**src/rtl/i2c_poll_master.sv**
```systemverilog
module i2c_poll_master #(
  parameter int DIV_W = 8,
  parameter int TMO_W = 16
) (
  input  logic             clk,
  input  logic             rst_n,
  input  logic [DIV_W-1:0] cfg_div,
  input  logic [1:0]       cfg_presc,
  input  logic [TMO_W-1:0] cfg_timeout,
  input  logic             cmd_valid,
  input  logic [1:0]       cmd_op,
  input  logic [6:0]       cmd_addr,
  input  logic             cmd_rd,
  input  logic [7:0]       cmd_wdata,
  input  logic             cmd_last,
  input  logic             cmd_stop,
  output logic             busy,
  output logic [7:0]       rdata,
  input  logic             err_clr,
  output logic             err_tmo,
  output logic             err_bus,
  output logic             err_dnack,
  output logic             scl_oe,
  output logic             sda_oe,
  input  logic             sda_i
);
  localparam int HW = DIV_W + 7;
  localparam logic [1:0] OP_START = 2'd0, OP_WR = 2'd1, OP_RD = 2'd2, OP_STOP = 2'd3;
  localparam logic [1:0] K_ADDR = 2'd0, K_WR = 2'd1, K_RD = 2'd2;

  typedef enum logic [1:0] {S_IDLE, S_START, S_BIT, S_STOP} st_t;

  st_t              st;
  logic [1:0]       ph, kind;
  logic [3:0]       bitn;
  logic [HW-1:0]    cnt, hh;
  logic [HW:0]      pcnt;
  logic [TMO_W-1:0] elap;
  logic [7:0]       shreg;
  logic             held, last, stopq, berr;
  logic             mid, pend, txbit, drive, ack, give_up;

  assign hh      = HW'(8) + (HW'(cfg_div) << {cfg_presc, 1'b0});
  assign mid     = cnt == (hh >> 1);
  assign pend    = cnt == hh - HW'(1);
  assign txbit   = shreg[3'd7 - bitn[2:0]];
  assign drive   = (bitn == 4'd8) ? (kind == K_RD && !last) : (kind != K_RD && !txbit);
  assign ack     = !sda_i;
  assign give_up = (cfg_timeout == '0) || (elap > cfg_timeout);

  always_ff @(posedge clk or negedge rst_n) begin
    if (!rst_n)                    cnt <= '0;
    else if (st == S_IDLE || pend) cnt <= '0;
    else                           cnt <= cnt + HW'(1);
  end

  always_ff @(posedge clk or negedge rst_n) begin
    if (!rst_n) begin
      pcnt <= '0;
      elap <= '0;
    end else if (st == S_IDLE && cmd_valid && cmd_op == OP_START) begin
      pcnt <= '0;
      elap <= '0;
    end else if (busy) begin
      if (pcnt == {hh, 1'b0} - (HW+1)'(1)) begin
        pcnt <= '0;
        if (elap != '1) elap <= elap + TMO_W'(1);
      end else begin
        pcnt <= pcnt + (HW+1)'(1);
      end
    end
  end

  always_ff @(posedge clk or negedge rst_n) begin
    if (!rst_n) begin
      st        <= S_IDLE;
      ph        <= '0;
      kind      <= K_ADDR;
      bitn      <= '0;
      shreg     <= '0;
      rdata     <= '0;
      held      <= 1'b0;
      last      <= 1'b0;
      stopq     <= 1'b0;
      berr      <= 1'b0;
      busy      <= 1'b0;
      scl_oe    <= 1'b0;
      sda_oe    <= 1'b0;
      err_tmo   <= 1'b0;
      err_bus   <= 1'b0;
      err_dnack <= 1'b0;
    end else begin
      if (err_clr) begin
        err_tmo   <= 1'b0;
        err_bus   <= 1'b0;
        err_dnack <= 1'b0;
      end
      case (st)
        S_IDLE: if (cmd_valid) begin
          busy <= 1'b1;
          case (cmd_op)
            OP_START: begin
              shreg <= {cmd_addr, cmd_rd};
              kind  <= K_ADDR;
              st    <= S_START;
              ph    <= held ? 2'd0 : 2'd1;
            end
            OP_WR, OP_RD: begin
              shreg  <= cmd_wdata;
              kind   <= (cmd_op == OP_WR) ? K_WR : K_RD;
              last   <= cmd_last;
              stopq  <= cmd_stop;
              bitn   <= '0;
              ph     <= 2'd0;
              st     <= S_BIT;
              scl_oe <= 1'b1;
            end
            default: begin
              st     <= S_STOP;
              ph     <= 2'd0;
              scl_oe <= 1'b1;
            end
          endcase
        end

        S_START: case (ph)
          2'd0: begin
            if (mid) sda_oe <= 1'b0;
            if (pend) begin scl_oe <= 1'b0; ph <= 2'd1; end
          end
          2'd1: if (pend) begin sda_oe <= 1'b1; ph <= 2'd2; end
          default: if (pend) begin
            scl_oe <= 1'b1;
            st     <= S_BIT;
            bitn   <= '0;
            ph     <= 2'd0;
            berr   <= 1'b0;
          end
        endcase

        S_BIT: if (ph == 2'd0) begin
          if (mid) sda_oe <= drive;
          if (pend) begin scl_oe <= 1'b0; ph <= 2'd1; end
        end else if (pend) begin
          scl_oe <= 1'b1;
          ph     <= 2'd0;
          if (bitn != 4'd8) begin
            if (kind == K_RD) shreg <= {shreg[6:0], sda_i};
            if (kind == K_ADDR && txbit && !sda_i) berr <= 1'b1;
            bitn <= bitn + 4'd1;
          end else begin
            case (kind)
              K_ADDR:
                if (berr) begin
                  err_bus <= 1'b1;
                  st      <= S_STOP;
                end else if (ack) begin
                  st <= S_IDLE; held <= 1'b1; busy <= 1'b0;
                end else if (give_up) begin
                  err_tmo <= 1'b1;
                  st      <= S_STOP;
                end else begin
                  st <= S_START;
                end
              K_WR:
                if (!ack) begin
                  err_dnack <= 1'b1;
                  st        <= S_STOP;
                end else if (last && stopq) begin
                  st <= S_STOP;
                end else begin
                  st <= S_IDLE; held <= 1'b1; busy <= 1'b0;
                end
              default: begin
                rdata <= shreg;
                if (last && stopq) st <= S_STOP;
                else begin st <= S_IDLE; held <= 1'b1; busy <= 1'b0; end
              end
            endcase
          end
        end

        default: case (ph)
          2'd0: begin
            if (mid) sda_oe <= 1'b1;
            if (pend) begin scl_oe <= 1'b0; ph <= 2'd1; end
          end
          2'd1: if (pend) begin sda_oe <= 1'b0; ph <= 2'd2; end
          default: if (pend) begin
            st   <= S_IDLE;
            held <= 1'b0;
            busy <= 1'b0;
          end
        endcase
      endcase
    end
  end
endmodule


```
**config.mk**
```make
export PLATFORM = sky130hd
export DESIGN_NAME = i2c_poll_master
export DESIGN_NICKNAME = d
export VERILOG_FILES = /design/src/rtl/i2c_poll_master.sv
export SDC_FILE = /design/constraint.sdc
export NUM_CORES = 1
export LEC_CHECK = 0
export BUFFER_PORTS_ARGS = -buffer_cell sky130_fd_sc_hd__buf_2
export CORE_UTILIZATION = 50
export DETAILED_ROUTE_END_ITERATION = 10
export PLACE_DENSITY = 0.74
export SLEW_MARGIN = 20
export SYNTH_ARGS = -nofsm -noshare
export SYNTH_HDL_FRONTEND = slang
export SYNTH_SLANG_ARGS = --single-unit
```
**constraint.sdc**
```tcl
create_clock -name clk -period 4.1 [get_ports clk]
set_clock_uncertainty 0.05 [all_clocks]
set_input_delay 0.82 -clock clk [delete_from_list [all_inputs] [get_ports clk]]
set_output_delay 0.82 -clock clk [all_outputs]
set_load 0.02 [all_outputs]
```
==> flow_metrics.env <==
export IMPL_status="finished, violations left"
export IMPL_violations="negative setup slack"
export IMPL_fin_nets=1076
export IMPL_ir_drop_mv=0.254
export IMPL_drtPass1Iterations=5
export IMPL_reg2reg_to="rdata[7]"
export IMPL_slowest_stage="or4b_1"
export IMPL_holdPathStages=1
export IMPL_place_ws_ns=-0.570
export IMPL_syn_num_nets=940
export IMPL_path_common_cell="and4b_1"
export IMPL_initial_core_util_pct=51.7
export IMPL_wl_met1_um=8670
export IMPL_rr_worst_depth=11
export IMPL_totalWireLength_um=19300
export IMPL_finalSetupViolCount=8
export IMPL_die_h_um=123
export IMPL_maxCapViolCount=0
export IMPL_ys_ff_latch=83
export IMPL_cp_start_kind="input pin"
export IMPL_grt_pass1_wl_um=31300
export IMPL_cts_max_path_buffers=2
export IMPL_drive_gt1_share_pct=25.4
export IMPL_clock_root_buffer="clkbuf_16"
export IMPL_period_minus_slack_ns=4.15
export IMPL_layout_common_cells="buf_4, nand2_1, dfrtp_1"
export IMPL_p_leak_uw=0.00414
export IMPL_hold_path_class="reg2reg"
export IMPL_synth_edff_count=0
export IMPL_layout_commonest_cell="buf_4"
export IMPL_ff2ff_setup_slack_ns=0.92
export IMPL_syn_to_final_growth_pct=23.7
export IMPL_timing_rr_start="cnt[1]"
export IMPL_syn_instance_count=857
export IMPL_drcViolationCount=0
export IMPL_power_density_mw_per_mm2=381
export IMPL_clkLatencyLatePin_ns=0.35
export IMPL_antenna_found_initial=0
export IMPL_slew_headroom_pct=40.7
export IMPL_async_flop_share_pct=100
export IMPL_route_antenna_remaining_nets=0
export IMPL_port_buffers=64
export IMPL_cts_sinks=83
export IMPL_drt_iter0_markers=470
export IMPL_grt_pass1_vias=6502
export IMPL_die_area_mm2=0.0150
export IMPL_whs_endpoint="rdata[2]"
export IMPL_tightest_slew_ns=0.887
export IMPL_vias=6981
export IMPL_clkSlewWorstSetupHoldPaths_ns=0.07
export IMPL_synth_cell_type_count=79
export IMPL_topRoutingLayerUsed="met4"
export IMPL_power_uw=3420
export IMPL_antenna_cells_inserted=0
export IMPL_cts_tree="yes"
export IMPL_coreArea_mm2=0.0140
export IMPL_timing_final_ws_setup_ns=-0.0546
export IMPL_ys_flop_type="dfrtp_1"
export IMPL_placed_cell_area_mm2=0.00848
export IMPL_wire_per_inst_um=16.4
export IMPL_wl_met2_um=9600
export IMPL_wl_met3_um=720
export IMPL_vias_per_cell=5.93
export IMPL_cp_cell_sequence="buf_2, mux2i_2, or2_4, inv_4, ha_4, and4b_1, a31oi_4, a2111oi_4, xnor3_1, or4b_1, or3_1, and4b_1, and2_4, and4_4, buf_12, mux2_1"
export IMPL_grt_max_degree=63
export IMPL_fp_row_count=43
export IMPL_crit_required_ns=4.28
export IMPL_end_kind="flop"
export IMPL_gp_congestion=0.864
export IMPL_cts_buffers=9
export IMPL_fmax_mhz=241
export IMPL_hold_viol_final=0
export IMPL_yosys_warnings=0
export IMPL_rsz0062_at_grt="true"
export IMPL_hold_buffers=0
export IMPL_final_util_pct=63.9
export IMPL_cts_max_level=3
export IMPL_boundaryPins=65
export IMPL_hp_start="rdata[2]"
export IMPL_syn_area_per_cell_um2=8.47
export IMPL_crit_type="in2reg"
export IMPL_fin_area_mm2=0.00898
export IMPL_tns_ns=-0.349
export IMPL_dp_hpwl_um=14400
export IMPL_overflow=0
export IMPL_die_x_um=123
export IMPL_path_max_fanout=8
export IMPL_period_share_pct=101
export IMPL_seq_area_frac_synth_pct=28.6
export IMPL_cp_arrival_ns=4.34
export IMPL_slowest_delay_ns=0.43
export IMPL_syn_cell_area_mm2=0.00726
export IMPL_grt_usage_pct=26.3
export IMPL_slew_violations=0
==> power breakdown <==
part / leakage [uW] / switching [uW] / internal [uW]
Sequential: 0.00110 / 181 / 955
Clock: 0.000144 / 335 / 506
Combinational: 0.00289 / 805 / 637
==> critical path, delay by kind of cell <==
family / cells / cell delay (ns)
compound gates: 2 / 0.48
xor+xnor: 1 / 0.20
fa+ha+maj: 1 / 0.12
buf+inv: 3 / 0.31
mux: 2 / 0.47
simple gates: 7 / 1.91
==> routing by layer <==
metal | track usage [%] | up-vias
met3 | 3.62 | 26
met1 | 34.2 | 3351
met5 | 0 | -
met2 | 45.5 | 185
met4 | 7.47 | 0
li1 | - | 3419
==> cells in the mapped netlist (25+ instances only) <==
cell type	count	area [um2]
xnor2_1	25	219
nand2_1	90	338
and3_1	25	156
inv_1	47	176
ha_1	32	400
o21ai_0	37	185
clkbuf_1	32	120
nor2_1	82	308
a21oi_1	25	125
nand3_1	45	225
nor3_1	30	150
dfrtp_1	83	2080
==> flip-flops by register name (all words and copies together), names as in the netlist, 2 cells and up, named ones only <==
name and count:
shreg 8, pcnt 16, bitn 4, cnt 15, kind 2, rdata 8
st 2, elap 16
==> kinds of logic (layout without fill, tap and decap cells) <==
| group | count (synthesis) | after routing | synth area share, % |
|---|---|---|---|
| buffers and inverters | 98 | 238 | 5.84 |
| AO/OA/AOI/OAI | 176 | 176 | 17.7 |
| adder cells (fa/ha/maj) | 32 | 32 | 5.51 |
| AND/OR/NAND/NOR | 363 | 364 | 25.3 |
| flip-flops | 83 | 83 | 28.6 |
| XOR/XNOR | 59 | 59 | 9.58 |
| multiplexers | 46 | 46 | 7.50 |
==> worst max-delay path by stage <==
stage	depth (start not counted)	start	endpoint	slack [ns]
after floorplan	17	cfg_presc[1]	rdata[0]	-0.43
after global placement	16	cfg_presc[1]	rdata[6]	-0.47
after detailed placement	16	cfg_presc[1]	rdata[5]	-0.57
after CTS	15	cfg_presc[1]	rdata[7]	-0.09
after global routing	17	cfg_presc[1]	rdata[7]	-0.18
final	16	cfg_presc[0]	rdata[7]	-0.05
==> what timing repair did <==
item,in CTS,in global routing
setup endpoints to repair,48,61
pin swaps,5,6
resized for setup,15,22
setup buffers,1,5
gates cloned,1,1
==> cell type report <==
type	instances	area, um2
Sequential cell	83	2080
Inverter	47	179
Clock inverter	5	61.3
Timing Repair Buffer	175	1230
Tap cell	180	225
Fill cell	1178	5060
Multi-Input combinational cell	677	4950
Clock buffer	11	253
==> metrics by stage <==
stage	hold slack, ns	instances
global placement	0.414	1154
global route	0.456	1178
floorplan	0.429	857
detailed placement	0.419	1154
finish	0.427	1178
CTS	0.434	1172
Note: power is estimated with default switching activity, not from simulation.
